### src/rtl/gpio_irq_pkg.sv
package gpio_irq_pkg;

   localparam int ADDR_W = 8;

   typedef logic [ADDR_W-1:0] reg_ofs_t;

   // Register offsets within the port's window
   localparam reg_ofs_t OFS_DATA   = 8'h00;
   localparam reg_ofs_t OFS_DIR    = 8'h10;
   localparam reg_ofs_t OFS_KIND   = 8'h90;
   localparam reg_ofs_t OFS_POL    = 8'h94;
   localparam reg_ofs_t OFS_EOI    = 8'h98;
   localparam reg_ofs_t OFS_EN     = 8'h9C;
   localparam reg_ofs_t OFS_STATUS = 8'hA0;
   localparam reg_ofs_t OFS_DEB    = 8'hA8;

endpackage

### src/rtl/gpio_sync.sv
module gpio_sync #(
   parameter int W      = 8,
   parameter int STAGES = 2
) (
   input  logic         clk,
   input  logic         rst_n,
   input  logic [W-1:0] d,
   output logic [W-1:0] q
);

   initial begin
      assert (STAGES >= 2) else $error("gpio_sync: STAGES must be at least 2");
   end

   logic [W-1:0] stage_q [STAGES];

   always_ff @(posedge clk or negedge rst_n) begin
      if (!rst_n) begin
         for (int k = 0; k < STAGES; k++) stage_q[k] <= '0;
      end else begin
         stage_q[0] <= d;
         for (int k = 1; k < STAGES; k++) stage_q[k] <= stage_q[k-1];
      end
   end

   assign q = stage_q[STAGES-1];

endmodule

### src/rtl/gpio_debounce.sv
module gpio_debounce #(
   parameter int TICKS = 4
) (
   input  logic clk,
   input  logic rst_n,
   input  logic filt_en,
   input  logic d,
   output logic q
);

   localparam int CW = $clog2(TICKS);
   localparam logic [CW-1:0] LAST = CW'(TICKS - 1);

   initial begin
      assert (TICKS >= 2) else $error("gpio_debounce: TICKS must be at least 2");
   end

   logic          held_q;
   logic [CW-1:0] run_q;

   always_ff @(posedge clk or negedge rst_n) begin
      if (!rst_n) begin
         held_q <= 1'b0;
         run_q  <= '0;
      end else if (!filt_en || (d == held_q)) begin
         held_q <= d;
         run_q  <= '0;
      end else if (run_q == LAST) begin
         held_q <= d;
         run_q  <= '0;
      end else begin
         run_q  <= run_q + 1'b1;
      end
   end

   assign q = filt_en ? held_q : d;

endmodule

### src/rtl/gpio_trigger.sv
module gpio_trigger (
   input  logic clk,
   input  logic rst_n,
   input  logic lvl,
   input  logic line_en,
   input  logic edge_mode,
   input  logic active_high,
   input  logic eoi,
   output logic req
);

   logic prev_q;
   logic pend_q;
   logic armed;
   logic hit;

   assign armed = line_en & edge_mode;
   assign hit   = active_high ? (lvl & ~prev_q) : (~lvl & prev_q);

   always_ff @(posedge clk or negedge rst_n) begin
      if (!rst_n) begin
         prev_q <= 1'b0;
         pend_q <= 1'b0;
      end else begin
         prev_q <= lvl;
         if (!armed)   pend_q <= 1'b0;
         else if (hit) pend_q <= 1'b1;
         else if (eoi) pend_q <= 1'b0;
      end
   end

   assign req = line_en & (edge_mode ? pend_q : (lvl == active_high));

endmodule

### src/rtl/gpio_irq_port.sv
module gpio_irq_port
   import gpio_irq_pkg::*;
#(
   parameter int              NLINES      = 8,
   parameter int              SYNC_STAGES = 2,
   parameter int              DEB_TICKS   = 4,
   parameter logic [NLINES-1:0] DEB_MASK  = '1
) (
   input  logic              clk,
   input  logic              rst_n,
   input  logic              bus_we,
   input  logic [ADDR_W-1:0] bus_addr,
   input  logic [NLINES-1:0] bus_wdata,
   output logic [NLINES-1:0] bus_rdata,
   input  logic [NLINES-1:0] pin_in,
   output logic [NLINES-1:0] pin_out,
   output logic [NLINES-1:0] pin_oe,
   output logic [NLINES-1:0] irq_line,
   output logic              irq_port
);

   initial begin
      assert (NLINES >= 1 && NLINES <= 2**ADDR_W)
         else $error("gpio_irq_port: NLINES out of range");
      assert (DEB_TICKS >= 2)
         else $error("gpio_irq_port: DEB_TICKS must be at least 2");
   end

   logic [NLINES-1:0] out_q, dir_q, kind_q, pol_q, en_q, deb_q;
   logic [NLINES-1:0] pin_sync, lvl, eoi_clr;

   // register writes
   always_ff @(posedge clk or negedge rst_n) begin
      if (!rst_n) begin
         out_q  <= '0;
         dir_q  <= '0;
         kind_q <= '0;
         pol_q  <= '0;
         en_q   <= '0;
         deb_q  <= '0;
      end else if (bus_we) begin
         case (bus_addr)
            OFS_DATA: out_q  <= bus_wdata;
            OFS_DIR:  dir_q  <= bus_wdata;
            OFS_KIND: kind_q <= bus_wdata;
            OFS_POL:  pol_q  <= bus_wdata;
            OFS_EN:   en_q   <= bus_wdata;
            OFS_DEB:  deb_q  <= bus_wdata & DEB_MASK;
            default:  ;
         endcase
      end
   end

   assign eoi_clr = (bus_we && bus_addr == OFS_EOI) ? bus_wdata : '0;

   gpio_sync #(.W(NLINES), .STAGES(SYNC_STAGES)) u_sync (
      .clk   (clk),
      .rst_n (rst_n),
      .d     (pin_in),
      .q     (pin_sync)
   );

   for (genvar i = 0; i < NLINES; i++) begin : g_line
      if (DEB_MASK[i]) begin : g_filt
         gpio_debounce #(.TICKS(DEB_TICKS)) u_deb (
            .clk     (clk),
            .rst_n   (rst_n),
            .filt_en (deb_q[i]),
            .d       (pin_sync[i]),
            .q       (lvl[i])
         );
      end else begin : g_raw
         assign lvl[i] = pin_sync[i];
      end

      gpio_trigger u_trg (
         .clk         (clk),
         .rst_n       (rst_n),
         .lvl         (lvl[i]),
         .line_en     (en_q[i]),
         .edge_mode   (kind_q[i]),
         .active_high (pol_q[i]),
         .eoi         (eoi_clr[i]),
         .req         (irq_line[i])
      );
   end

   assign irq_port = |irq_line;
   assign pin_out  = out_q;
   assign pin_oe   = dir_q;

   // register reads
   always_comb begin
      case (bus_addr)
         OFS_DATA:   bus_rdata = (dir_q & out_q) | (~dir_q & pin_sync);
         OFS_DIR:    bus_rdata = dir_q;
         OFS_KIND:   bus_rdata = kind_q;
         OFS_POL:    bus_rdata = pol_q;
         OFS_EN:     bus_rdata = en_q;
         OFS_STATUS: bus_rdata = irq_line;
         OFS_DEB:    bus_rdata = deb_q;
         default:    bus_rdata = '0;
      endcase
   end

endmodule

### config.mk
export PLATFORM = sky130hd
export DESIGN_NAME = gpio_irq_port
export DESIGN_NICKNAME = d
export VERILOG_FILES = /design/src/rtl/gpio_irq_pkg.sv /design/src/rtl/gpio_sync.sv /design/src/rtl/gpio_debounce.sv /design/src/rtl/gpio_trigger.sv /design/src/rtl/gpio_irq_port.sv
export SDC_FILE = /design/constraint.sdc
export NUM_CORES = 1
export LEC_CHECK = 0
export BUFFER_PORTS_ARGS = -buffer_cell sky130_fd_sc_hd__buf_4
export CORE_AREA = 2 2 142 109
export CTS_CLUSTER_SIZE = 12
export DETAILED_ROUTE_END_ITERATION = 6
export DIE_AREA = 0 0 144 111
export PLACE_DENSITY_LB_ADDON = 0.1
export SYNTH_ARGS = -nofsm -noshare
export SYNTH_HDL_FRONTEND = slang
export SYNTH_SLANG_ARGS = --single-unit
### constraint.sdc
create_clock -name clk -period 4.3 [get_ports clk]
set_input_delay 0.86 -clock clk [delete_from_list [all_inputs] [get_ports clk]]
set_output_delay 0.86 -clock clk [all_outputs]
set_load 0.005 [all_outputs]
==> results by group <==
STA
  • Post-layout min period: 3.33 ns
  • Setup TNS: 0 ns
  • Relative slew slack: 33.3%
  • Smallest setup slack after layout: 0.974 ns
  • RSZ-0062 raised after global routing: no
  • Setup skew after layout: 0.00437 ns
  • Transition time at the pin with the least slew margin: 1.00 ns
  • Portion of the clock cycle consumed by the worst path in the final layout: 77.3%
  • Final Setup Violations: 0
  • Final Hold Fails: 0
  • Maximum clock frequency: 0.301 GHz
  • Pins Over Slew Limit: 0

Hold path
  • Type of the worst min-delay path: reg -> reg

Worst setup path
  • Worst Path Max Fanout: 20
  • Worst-path cell chain: buf_4 -> or4_4 -> nor2_1 -> buf_4 -> nand4_1 -> o211ai_1 -> buf_4
  • Worst Path Class, Setup: in -> out
  • Delay of the slowest cell on the worst path: 0.53 ns
  • Arrival time at the worst endpoint: 2.47 ns
  • Number of buffer and inverter instances along the worst setup path: 3
  • Critical Path RT: 3.44 ns
  • CP delay by family, top: simple AND/OR/NAND/NOR gates
  • Cell repeated most along the worst path: sky130_fd_sc_hd__buf_4
  • Critical path launch point type: input pin
  • Element type at the critical path end: output port
  • Slowest cell on the critical path: sky130_fd_sc_hd__or4_4

Final layout
  • Synthesis-to-finish area growth: 19.1%
  • Number of inserted filler cells in the final layout: 1444
  • Proportion of layout cells with a drive suffix above 1: 30.2%
  • Final net count: 513
  • Count of inserted antenna diode cells: 0

Floorplan
  • IO Pins: 60
  • Die W: 144 um
  • Starting utilization of the core area: 34.0%
  • Core Footprint: 14800 um2
  • Die Outline Area: 16000 um2
  • Site Rows: 39
  • Die height: 111 um

Synth
  • Number of nets in the synthesized netlist: 456
  • Cell variety after synth: 51
  • Sequential-to-total area share from yosys stat: 51.7%
  • FF+latch count, synth: 104
  • Cell type with the highest aggregate area in the netlist: sky130_fd_sc_hd__dfrtp_1
  • Simple-Gate Fraction of Synth Area: 15.0%
  • Number of synthesized flops with an enable pin: 0
  • Async set or reset register ratio after synthesis: 100%
  • Compound-Gate Fraction of Synth Area: 10.1%
  • Dominant combinational cell family by area after synthesis: multiplexers
  • Synthesized cell area: 5030 um2
  • Multiplexer fraction of the synthesized cell area: 16.5%
  • Most instantiated library cell after synthesis: sky130_fd_sc_hd__dfrtp_1
  • Warnings from Yosys: 0
  • Share of the synthesized area in the top cell type: 51.7%
  • Leading post-synthesis cells by instance count: sky130_fd_sc_hd__dfrtp_1, sky130_fd_sc_hd__mux2_2, sky130_fd_sc_hd__nor2_1, sky130_fd_sc_hd__nand2_1, sky130_fd_sc_hd__mux2i_1
  • Ys flop type: sky130_fd_sc_hd__dfrtp_1
  • Leading cell types by total area after synthesis: sky130_fd_sc_hd__dfrtp_1, sky130_fd_sc_hd__mux2_2, sky130_fd_sc_hd__mux2i_1
  • Arithmetic-cell share of the synthesized area counting full adders, half adders and majority gates: 1.99%
  • Post-synthesis xor/xnor area fraction: 1.39%
  • Gate Count Post-Synth: 421
  • Synthesized area divided by synthesized cell count: 12.0 um2

Global routing
  • Initial antenna violation count: 0
  • Total routing usage reported by global routing: 17.1%
  • Maximum number of pins on one net before global-route repair: 78
  • Leftover overflow at the end of global routing: 0
  • Wire length of the first global-routing pass: 20.2 mm
  • Number of global-route vias before repair: 3524

Placed design
  • HPWL after detailed placement: 8.97 mm
  • Global placer's final weighted congestion: 0.793
  • Number of buffers inserted by port buffering: 59
  • Post-placement worst setup slack: 0.985 ns

Drt
  • Drt pass-1 iters: 5
  • Wire length per cell: 18.4 um
  • Starting DRT DRC Count: 220
  • DR vias: 3445
  • DRC violations left: 0
  • Per-cell via count in the routed design: 5.01
  • Final WL: 12.6 mm
  • Number of antenna-violating nets in the routed design: 0

Run status
  • Status: finished, final reports clean

Power and ir drop
  • PD cells: 366 nW/um2
  • Sequential share of power: 48.2%
  • Switching power share of the total: 23.6%
  • Peak VDD IR: 195 uV
  • Clock share of power: 43.2%
  • Combinational share of power: 8.7%
  • Leakage power summed over all cells: 2.89 nW
  • Total internal power: 0.00168 W
  • Net switching power figure: 0.000518 W

Clock tree
  • Clock-pin slew on the worst setup and hold paths: 0.07 ns
  • CTS tree: yes
  • Post-cts repair resize count: 0
  • Maximum level of the CTS H-tree: 3
  • Buffer levels on the longest clock path: 2
  • Clock sink count: 104
  • Total CTS buffers: 9
  • Number of setup buffers added after CTS: 0
  • Clock latency reported for the late side of the worst-skew pair: 0.35 ns
  • Post-CTS Hold Buffers: 0
  • Root buffer cell: sky130_fd_sc_hd__clkbuf_16

Job
  • MaxCap Viol Count: 0
[flip-flops by register name, summed over array words and instances, names as in the netlist]
signal                      flops
pol_q                           8
u_sync.stage_q                  8
g_line.u_trg.pend_q             8
g_line.u_trg.prev_q             8
pin_oe                          8
g_line.g_filt.u_deb.held_q      8
en_q                            8
g_line.g_filt.u_deb.run_q      16
pin_out                         8
u_sync.q                        8
kind_q                          8
deb_q                           8
[power by group through the flow]
stage	Combinational, W	Clock [W]	Sequential [W]
final	0.000191	0.000948	0.00106
after CTS	0.000194	0.000974	0.00106
after global placement	0.000191	0	0.00108
after detailed placement	0.000194	0	0.00108
after floorplan	0.000105	0	0.00106
after global routing	0.000213	0.00101	0.00107
[through the flow]
| step | std cells | util, % | area, um2 | hold WS, ns | power [W] |
|---|---|---|---|---|---|
| after CTS | 688 | 40.5 | 5990 | 0.352 | 0.00223 |
| after global routing | 688 | 40.5 | 5990 | 0.358 | 0.00229 |
| after detailed placement | 672 | 38.2 | 5650 | 0.335 | 0.00127 |
| after floorplan | 421 | - | 5030 | 0.331 | 0.00117 |
| final | 688 | 40.5 | 5990 | 0.349 | 0.00220 |
| after global placement | 672 | 38.2 | 5650 | 0.332 | 0.00127 |
[routing by layer]
layer,track usage [%],share of wire (%),vias to the layer above
met2,24.8,44,80
li1,-,-,1651
met1,24.7,49,1699
met3,4.10,5.2,15
met5,0,0,-
met4,6.01,1.8,0
[worst paths after layout]
kind                                    start  cells past startpoint  slack [ns]                endpoint
setup / recovery                  bus_addr[2]                      7        0.97            bus_rdata[0]
hold / removal             u_sync.stage_q[15]                      0        0.35             u_sync.q[7]
setup reg to reg                     deb_q[4]                      3        2.82  g_line[4].u_trg.pend_q
hold reg to reg            u_sync.stage_q[15]                      0        0.35             u_sync.q[7]
max in group asynchronous               rst_n                      2        2.81               kind_q[7]
min in group asynchronous               rst_n                      1        0.66      u_sync.stage_q[11]
[cells by family (layout without fill, tap and decap cells)]
family / count (synthesis) / in the layout
compound gates: 69 / 69
xor+xnor: 8 / 8
mux: 75 / 75
fa+ha+maj: 8 / 8
flops: 104 / 104
buf+inv: 31 / 93
simple gates: 126 / 126
[area by class of cell]
type,instances,area [um2],area share (%)
inverters,14,52.6,0.877
multi-input cells,286,2270,37.8
repair buffers,63,473,7.89
clock buffers,9,225,3.76
flip-flops and latches,104,2600,43.4
clock inverters,7,118,1.96
well taps,205,256,4.28
[placed cells by master (no fill, tap or decap), types with 3 or more instances in the layout]
cell	n
sky130_fd_sc_hd__mux2_2	55
sky130_fd_sc_hd__a22oi_1	6
sky130_fd_sc_hd__nand3_1	5
sky130_fd_sc_hd__a21oi_1	8
sky130_fd_sc_hd__bufinv_16	3
sky130_fd_sc_hd__and2_1	5
sky130_fd_sc_hd__buf_4	63
sky130_fd_sc_hd__nor2_1	28
sky130_fd_sc_hd__xnor2_1	6
sky130_fd_sc_hd__o21ai_0	14
sky130_fd_sc_hd__and3_1	6
sky130_fd_sc_hd__a21boi_0	7
sky130_fd_sc_hd__o311a_1	8
sky130_fd_sc_hd__nor3b_1	16
sky130_fd_sc_hd__a2bb2oi_1	3
sky130_fd_sc_hd__nor2b_1	15
sky130_fd_sc_hd__nand4_1	6
sky130_fd_sc_hd__nor3_1	4
sky130_fd_sc_hd__nand2b_1	10
sky130_fd_sc_hd__dfrtp_1	104
sky130_fd_sc_hd__ha_1	8
sky130_fd_sc_hd__nand2_1	18
sky130_fd_sc_hd__o211ai_1	4
sky130_fd_sc_hd__a221o_1	3
sky130_fd_sc_hd__inv_1	14
sky130_fd_sc_hd__mux2i_1	17
sky130_fd_sc_hd__a32oi_1	8
sky130_fd_sc_hd__clkbuf_16	9
Power figures use the tool's default switching activity.
